--- config.mk ---
export PLATFORM = sky130hd
export DESIGN_NAME = bus_owner_ctl
export DESIGN_NICKNAME = d
export VERILOG_FILES = /design/src/rtl/bo_pkg.sv /design/src/rtl/bo_req.sv /design/src/rtl/bo_irq.sv /design/src/rtl/bus_owner_ctl.sv
export SDC_FILE = /design/constraint.sdc
export NUM_CORES = 1
export LEC_CHECK = 0
export ABC_AREA = 1
export BUFFER_PORTS_ARGS = -buffer_cell sky130_fd_sc_hd__clkbuf_2
export CORE_AREA = 2 2 64 66
export CTS_BUF_LIST = sky130_fd_sc_hd__clkbuf_4 sky130_fd_sc_hd__clkbuf_8 sky130_fd_sc_hd__clkbuf_16
export DETAILED_ROUTE_END_ITERATION = 16
export DIE_AREA = 0 0 66 68
export SLEW_MARGIN = 25
export SYNTH_ARGS = -nofsm -noshare
export SYNTH_HDL_FRONTEND = slang
export SYNTH_SLANG_ARGS = --single-unit
--- constraint.sdc ---
create_clock -name clk -period 1.2 [get_ports clk]
set_input_delay 0 -clock clk [delete_from_list [all_inputs] [get_ports clk]]
set_output_delay 0 -clock clk [all_outputs]
set_load 0.05 [all_outputs]
--- src/rtl/bo_pkg.sv ---
// Shared constants and types for the bus ownership controller.
// Assumes exactly two upstream masters; status sources are bit positions.
package bo_pkg;
    localparam int NM    = 2;   // upstream masters
    localparam int NSRC  = 4;   // interrupt sources per master
    localparam int REQW  = 2;   // request code width

    typedef enum logic [REQW-1:0] {
        REQ_NONE = 2'b00,
        REQ_TAKE = 2'b01,
        REQ_DROP = 2'b10,
        REQ_RSVD = 2'b11
    } req_e;

    localparam int SRC_DS    = 0;  // downstream interrupt
    localparam int SRC_LOST  = 1;  // ownership lost
    localparam int SRC_GAIN  = 2;  // ownership gained
    localparam int SRC_DIRTY = 3;  // bus non-idle at switch
endpackage

--- src/rtl/bo_req.sv ---
// Pending-request tracker. Holds the most recent valid request and the
// master that wrote it; reports a commit when that master's STOP is seen.
// Assumes sel_cur is the registered ownership from the top.
module bo_req
    import bo_pkg::*;
(
    input  logic                 clk,
    input  logic                 rst_n,
    input  logic [NM-1:0]        ctl_wr,
    input  logic [NM*REQW-1:0]   ctl_req,
    input  logic [NM-1:0]        stop_seen,
    input  logic [NM-1:0]        sel_cur,
    output logic                 commit,
    output logic [NM-1:0]        sel_next
);
    logic          pend_q;
    logic          src_q;
    logic [NM-1:0] tgt_q;

    logic          wr_any;
    logic          wr_src;
    logic [NM-1:0] wr_tgt;

    // Decode this cycle's writes; the higher master index overrides.
    always_comb begin
        wr_any = 1'b0;
        wr_src = 1'b0;
        wr_tgt = '0;
        for (int m = 0; m < NM; m++) begin
            if (ctl_wr[m]) begin
                if (req_e'(ctl_req[m*REQW +: REQW]) == REQ_TAKE) begin
                    wr_any = 1'b1;
                    wr_src = 1'(m);
                    wr_tgt = NM'(1) << m;
                end else if (req_e'(ctl_req[m*REQW +: REQW]) == REQ_DROP
                             && sel_cur[m]) begin
                    wr_any = 1'b1;
                    wr_src = 1'(m);
                    wr_tgt = '0;
                end
            end
        end
    end

    assign commit   = pend_q && stop_seen[src_q];
    assign sel_next = tgt_q;

    // Hold the latest request; a new write replaces it, a commit retires it.
    always_ff @(posedge clk) begin
        if (!rst_n) begin
            pend_q <= 1'b0;
            src_q  <= 1'b0;
            tgt_q  <= '0;
        end else if (wr_any) begin
            pend_q <= 1'b1;
            src_q  <= wr_src;
            tgt_q  <= wr_tgt;
        end else if (commit) begin
            pend_q <= 1'b0;
        end
    end

    // a pending disconnect always came from a master that then owned the bus
    p_drop_has_owner_r10: assert property (@(posedge clk) disable iff (!rst_n)
        (pend_q && tgt_q == '0 && $past(rst_n) && $past(wr_any)) |-> ($past(sel_cur) != '0));
endmodule

--- src/rtl/bo_irq.sv ---
// Per-master interrupt status and mask. Status bits are sticky until read;
// set wins over the read clear. The line is low while any unmasked bit is set.
module bo_irq
    import bo_pkg::*;
(
    input  logic            clk,
    input  logic            rst_n,
    input  logic [NSRC-1:0] set,
    input  logic            mask_wr,
    input  logic [NSRC-1:0] mask_wdata,
    input  logic            rd,
    output logic [NSRC-1:0] stat,
    output logic            int_n
);
    logic [NSRC-1:0] stat_q;
    logic [NSRC-1:0] mask_q;

    // Record events; clear on read unless set in the same cycle.
    always_ff @(posedge clk) begin
        if (!rst_n) begin
            stat_q <= '0;
        end else begin
            stat_q <= set | (rd ? '0 : stat_q);
        end
    end

    // Mask register, written by its own master only.
    always_ff @(posedge clk) begin
        if (!rst_n) begin
            mask_q <= '0;
        end else if (mask_wr) begin
            mask_q <= mask_wdata;
        end
    end

    assign stat  = stat_q;
    assign int_n = ~|(stat_q & ~mask_q);

    // a read with no new event leaves the status empty
    p_read_clears_r11: assert property (@(posedge clk) disable iff (!rst_n)
        ($past(rst_n) && $past(rd) && $past(set) == '0) |-> (stat == '0));

    // a downstream interrupt sample is recorded at the next edge
    p_ds_recorded_r7: assert property (@(posedge clk) disable iff (!rst_n)
        ($past(rst_n) && $past(set[SRC_DS])) |-> stat[SRC_DS]);
endmodule

--- src/rtl/bus_owner_ctl.sv ---
// Dual-master bus ownership controller top. Keeps the registered channel
// select, turns commits into ownership events and fans them out to the
// per-master interrupt units. Assumes STOP and access strobes are one-cycle
// pulses from the upstream protocol engines, synchronous to clk.
module bus_owner_ctl
    import bo_pkg::*;
#(
    parameter bit START_CH0 = 1'b1
) (
    input  logic                 clk,
    input  logic                 rst_n,
    input  logic [NM-1:0]        ctl_wr,
    input  logic [NM*REQW-1:0]   ctl_req,
    input  logic [NM-1:0]        mask_wr,
    input  logic [NM*NSRC-1:0]   mask_wdata,
    input  logic [NM-1:0]        stat_rd,
    input  logic [NM-1:0]        stop_seen,
    input  logic                 ds_busy,
    input  logic                 ds_int_n,
    output logic [NM-1:0]        sel,
    output logic [NM-1:0]        int_n,
    output logic [NM*NSRC-1:0]   ctl_rdata,
    output logic [NM*NSRC-1:0]   stat_rdata
);
    localparam logic [NM-1:0] SEL_RST = START_CH0 ? NM'(1) : '0;

    logic [NM-1:0] sel_q;
    logic          commit;
    logic [NM-1:0] sel_next;
    logic          change;

    bo_req u_req (
        .clk       (clk),
        .rst_n     (rst_n),
        .ctl_wr    (ctl_wr),
        .ctl_req   (ctl_req),
        .stop_seen (stop_seen),
        .sel_cur   (sel_q),
        .commit    (commit),
        .sel_next  (sel_next)
    );

    assign change = commit && (sel_next != sel_q);

    // Apply a committed ownership change.
    always_ff @(posedge clk) begin
        if (!rst_n) begin
            sel_q <= SEL_RST;
        end else if (change) begin
            sel_q <= sel_next;
        end
    end

    assign sel = sel_q;

    for (genvar m = 0; m < NM; m++) begin : g_master
        logic [NSRC-1:0] set_m;
        logic [NSRC-1:0] stat_m;

        // Event sources for this master.
        always_comb begin
            set_m            = '0;
            set_m[SRC_DS]    = ~ds_int_n;
            set_m[SRC_LOST]  = change && sel_q[m];
            set_m[SRC_GAIN]  = change && sel_next[m];
            set_m[SRC_DIRTY] = change && sel_next[m] && ds_busy;
        end

        bo_irq u_irq (
            .clk        (clk),
            .rst_n      (rst_n),
            .set        (set_m),
            .mask_wr    (mask_wr[m]),
            .mask_wdata (mask_wdata[m*NSRC +: NSRC]),
            .rd         (stat_rd[m]),
            .stat       (stat_m),
            .int_n      (int_n[m])
        );

        assign stat_rdata[m*NSRC +: NSRC] = stat_m;
        assign ctl_rdata[m*NSRC +: NSRC]  = {~sel_q[m], sel_q[m], ~|sel_q, |sel_q};

        // losing the channel always leaves a lost flag with the old owner
        p_lost_flag_r6: assert property (@(posedge clk) disable iff (!rst_n)
            ($past(rst_n) && $past(sel_q[m]) && !sel_q[m]) |-> stat_m[SRC_LOST]);
    end

    // never more than one channel connected
    p_onehot_sel_r1: assert property (@(posedge clk) disable iff (!rst_n)
        $onehot0(sel_q));

    // ownership moves only on an edge that sampled a STOP
    p_stop_only_r3: assert property (@(posedge clk) disable iff (!rst_n)
        ($past(rst_n) && sel_q != $past(sel_q)) |-> ($past(stop_seen) != '0));
endmodule

Word-level counts from Yosys, hierarchy flattened
Cells that the tools add are included.
{"block": "word_totals", "reg_bits": 22, "inputBits": 24, "output_inout_bits": 20, "word_cells": 60}
{"block": "classes", "order_cmp": 1, "n_eq_ne": 5, "muxes": 20, "bitwise_logic": 9, "reduce_logical": 17}
{"operator": "two-way mux 1 bit", "n": 14}
{"operator": "logical AND 1 bit", "n": 10}
{"operator": "AND 4 bit", "n": 2}
{"operator": "two-way mux 2 bit", "n": 4}
{"operator": "two-way mux 4 bit", "n": 2}
{"operator": "inverter 4 bit", "n": 2}
{"operator": "OR 4 bit", "n": 2}
{"operator": "OR reduction 4 bit", "n": 2}
{"operator": "== test 2 x 1 -> 1 bit (second input constant)", "n": 2}
{"operator": "== test 2 bit (second input constant)", "n": 2}
{"operator": "zero test 1 bit", "n": 3}
{"operator": "inverter 1 bit", "n": 3}
{"operator": "less-than comparator 1 x 2 -> 1 bit (second input constant)", "n": 1}
{"operator": "!= test 2 bit", "n": 1}
{"operator": "nonzero test 2 bit", "n": 1}
{"operator": "OR reduction 2 bit", "n": 1}

Depth between registers and ports, before layout
{"block": "depth", "word_depth": 9, "mapped_depth": 7}

Cells and area by module
From an unflattened synthesis, not the netlist that was laid out.
{"block": "hier_totals", "cells_unflattened": 165, "hier_area_um2": 1052.3}
{"module": "bo_irq", "instances": 2, "cells_per_inst": 46, "area_per_inst_um2": 312.8, "seq_area_each_um2": 160.2}
{"module": "bo_req", "instances": 1, "cells_per_inst": 38, "area_per_inst_um2": 230.2, "seq_area_each_um2": 80.1}
{"module": "bus_owner_ctl", "instances": 1, "cells_per_inst": 35, "area_per_inst_um2": 196.4, "seq_area_each_um2": 40.0}

Worst setup path after synthesis
OpenSTA, ideal clock, no wires.
{"block": "synth_path", "kind": "register to output", "start": "register sel_q[1], in the netlist sel[1]", "end": "output ctl_rdata[4]", "arrival_ns": 2.139, "path_slack_ns": -0.939, "stages_incl_launch_ff": 4, "path_buffers": 1, "cell_sequence": "dfxtp_1 -> nor2_1 -> inv_1 -> buf_4"}
{"block": "synth_via", "elab_chain_len": 1}
{"item": "start, declared", "line": "bus_owner_ctl.sv:27", "text": "logic [NM-1:0] sel_q;"}
{"item": "start signal, assigned", "line": "bus_owner_ctl.sv:50", "text": "sel_q <= sel_next;"}
{"item": "OR reduction 2 bit"}
{"item": "end, declared", "line": "bus_owner_ctl.sv:22", "text": "output logic [NM*NSRC-1:0] ctl_rdata,"}
Every way passes these cells.

Worst setup path after layout
{"block": "layout_path", "start": "register g_master[0].u_irq.stat_q[1]", "end": "output int_n[0]"}
{"block": "layout_via", "elab_chain_len": 3}
{"item": "start, declared", "line": "bo_irq.sv:15", "text": "logic [NSRC-1:0] stat_q;"}
{"item": "start signal, assigned", "line": "bo_irq.sv:23", "text": "stat_q <= set | (rd ? '0 : stat_q);"}
{"item": "AND 4 bit", "line": "bo_irq.sv:37", "text": "assign int_n = ~|(stat_q & ~mask_q);"}
{"item": "OR reduction 4 bit", "line": "bo_irq.sv:37"}
{"item": "zero test 1 bit", "line": "bo_irq.sv:37"}
{"item": "end, declared", "line": "bus_owner_ctl.sv:21", "text": "output logic [NM-1:0] int_n,"}
Every way passes these cells.

==> summary.md <==
| Metric | Value |
|---|---|
| Worst r2r src | u_req.sel_next[1] |
| Vias in the first global route | 881 |
| Status | finished clean |
| Port-buffer cells | 43 |
| Net Switching | 0.4901 mW |
| Final Wtd Congestion | 0.7380 |
| Clk sink count | 22 |
| Initial antenna violation count | 0 |
| Clock slew at reported path FFs | 0.08 ns |
| Required time of the critical path | 1.20 ns |
| Worst path arrival time | 1.10 ns |
| CP Launch Type | flip-flop |
| Worst r2r dst | sel[1] |
| Sequential element share of the synthesized area | 0.4351 |
| Reg2reg path depth | 7 |
| Row count | 23 |
| Switching share of power | 0.2953 |
| Final Cell Area | 0.001398 mm² |
| Post-synth net total | 165 |
| Mapped Avg Cell Area | 7.179 µm² |
| Family with the most delay on the worst path | flip-flops |
| Die H | 68 µm |
| Gate Count Post-Synth | 141 |
| CP max stage cell | dfxtp_1 |
| Post-route ant nets | 0 |
| Worst slew pin tran | 0.3809 ns |
| HPWL Detailed | 1.746 mm |
| Post-route DRC | 0 |
| Post-Syn Area | 0.001012 mm² |
| Leading cell type in the layout, fill and taps excluded | clkbuf_2 |
| Slew Viols, Final | 0 |
| Via count | 967 |
| Dominant cells by area after synthesis | dfxtp_1, nor2_1, inv_1, nand2_1, a21oi_1 |
| CP Buf/Inv Count | 2 |
| Cell Chain, Critical Path | inv_1 > o22ai_1 > nor2_1 > clkbuf_2 |
| Final setup viols | 0 |
| Die Wd | 66 µm |
| Area Growth Syn to Fin | 38.07% |
| Total gr overflow | 0 |
| H-tree Lvls | 1 |
| Tcrit/Tclk final | 0.9185 |
| Antenna Cells | 0 |
| Clock group share of total power | 0.315 |
| Worst path max stage delay | 0.36 ns |
| Netlist cell types | 20 |
| Total global-route track usage | 0.1063 |
| Boundary Pins | 44 |
| Max_slew headroom | 0.7458 |
| Hold WC Path Type | input port to flip-flop |
| Reg2Reg Setup Slack | 0.14 ns |
| PD cells | 1188 mW/mm² |
| Hold Crit Endpoint | g_master[0].u_irq.stat[3] |
| Worst setup path class | flip-flop to output port |
| Worst-Skew Late Latency | 0.26 ns |
| Number of CTS-inserted buffers | 3 |
| Unrepaired setup endpoints after global routing | false |
| Core Util, Final | 0.3624 |
| Max Cap Viol | 0 |
| Worst clock skew | 0.002470 ns |
| DR iter-0 viols | 8 |
| Combinational group share of total power | 0.208 |
| CTS tree | done |
| Placed cell area | 0.001252 mm² |
| Dpl cells | 226 |
| Fillers | 450 |
| Layout Nets | 214 |
| Leak | 0.6453 nW |
| Max Root-Sink Buffers | 2 |
| Sequential Power Share | 0.477 |
| F_max | 0.9072 GHz |
| Die ar. | 0.004488 mm² |
| Core region area | 0.003856 mm² |
| Ys Warns | 0 |
| Internal Dissipation | 1.170 mW |
| Final wirelength | 2.176 mm |
| Library cell with the largest summed area after synthesis | dfxtp_1 |
| Most frequent cells in the layout | clkbuf_2, nor2_1, inv_1, nand2_1, dfxtp_1 |
| WHS Path Cells | 3 |
| Layout cells sized above 1 | 0.3386 |
| WL per Instance | 9.105 µm |
| Synth top area share | 0.4351 |
| Postcts setup bufs | 0 |
| First-pass GRT wire length | 3.726 mm |
| Initial Util | 0.2625 |
| Worst VDD drop | 0.5388 mV |
| Worst setup EP type | output port |
| Pin count of the biggest net entering global routing | 13 |
| Detail-routed via count per cell | 4.046 |
| Hold path start | ds_busy |
| Post-Layout Cell Count | 239 |
| First drt pass iteration count | 4 |
| Final hold vios | 0 |
| #FFs+latches synth | 22 |
| Crit path time final | 1.102 ns |
| Clock tree root driver cell | clkbuf_8 |
| Worst-path fanout max | 3 |
-- sequential cells by signal, indices dropped and copies added (netlist names) --
name,cells
g_master.u_irq.mask_q,8
g_master.u_irq.stat,8
u_req.pend_q,1
sel,2
u_req.src_q,1
u_req.sel_next,2
-- timing repair --
action	4_1_cts	5_1_grt
hold buffers	9	0
resized for setup	0	1
endpoints found under the hold margin	10	0
setup endpoints to repair	0	1
-- tightest hold or removal path, stage by stage --
cell      delay (ns)
clkbuf_2        0.10
nand4_1         0.09
a21oi_1         0.05
-- power groups by stage --
stage	clock [mW]	sequential, mW	combinational (mW)
floorplan	0	0.839	0.218
global placement	0	0.809	0.326
detailed placement	0	0.809	0.325
CTS	0.535	0.792	0.349
global route	0.574	0.798	0.381
finish	0.524	0.792	0.345
-- synthesized netlist by cell type --
library cell  instances
nor2_1               26
dfxtp_1              22
inv_1                20
nand2_1              20
a21oi_1               9
o21ai_0               8
buf_4                 6
nand3_1               5
nand2_2               4
o22ai_1               4
inv_2                 3
a21oi_2               2
clkbuf_1              2
nand3_2               2
nand4_1               2
o21ai_1               2
nand2_4               1
nor2_4                1
nor3_2                1
o21a_1                1
-- layout make-up --
type | count | area (µm²) | share of cell area
well taps | 50 | 62.56 | 0.04476
repair buffers | 52 | 305.3 | 0.2184
clock buffers | 4 | 55.05 | 0.03939
flip-flops and latches | 22 | 447.9 | 0.3205
inverters | 23 | 86.33 | 0.06177
multi-input cells | 88 | 440.4 | 0.3151
-- through the flow --
step	total power, mW	hold WS (ns)	setup WS (ns)	TNS (ns)
4_1_cts	1.676	0.02928	0.07425	0
3_5_place_dp	1.135	0.2066	0.1564	0
5_1_grt	1.753	0.04213	0.01372	0
6_report	1.660	0.02875	0.09775	0
2_1_floorplan	1.057	0.09589	-0.1302	-0.1302
3_3_place_gp	1.134	0.2045	0.1652	0
-- routing by layer --
layer,track usage,part of all wire,vias up
li1,-,-,532
met2,0.1717,0.47,17
met5,0,0,-
met4,0.03061,0.0055,0
met3,0.02467,0.046,2
met1,0.1426,0.48,416
-- cell families (layout without fill, tap and decap cells) --
group,Yosys count,count (layout),share of synthesized area
and+or+nand+nor,62,62,0.2843
buffers and inverters,31,79,0.1372
AOI/OAI and AO/OA,26,26,0.1434
DFF,22,22,0.4351
-- how the worst max path moves through the flow --
stage,cells past startpoint,from,to,slack [ns]
floorplan,3,sel[1],ctl_rdata[4],-0.13
global placement,7,u_req.sel_next[1],sel[1],0.17
detailed placement,7,u_req.sel_next[1],sel[1],0.16
CTS,4,g_master[1].u_irq.stat[3],int_n[1],0.07
global route,4,g_master[1].u_irq.stat[3],int_n[1],0.01
finish,4,g_master[0].u_irq.stat[1],int_n[0],0.1
(Power assumes the default switching activity.)
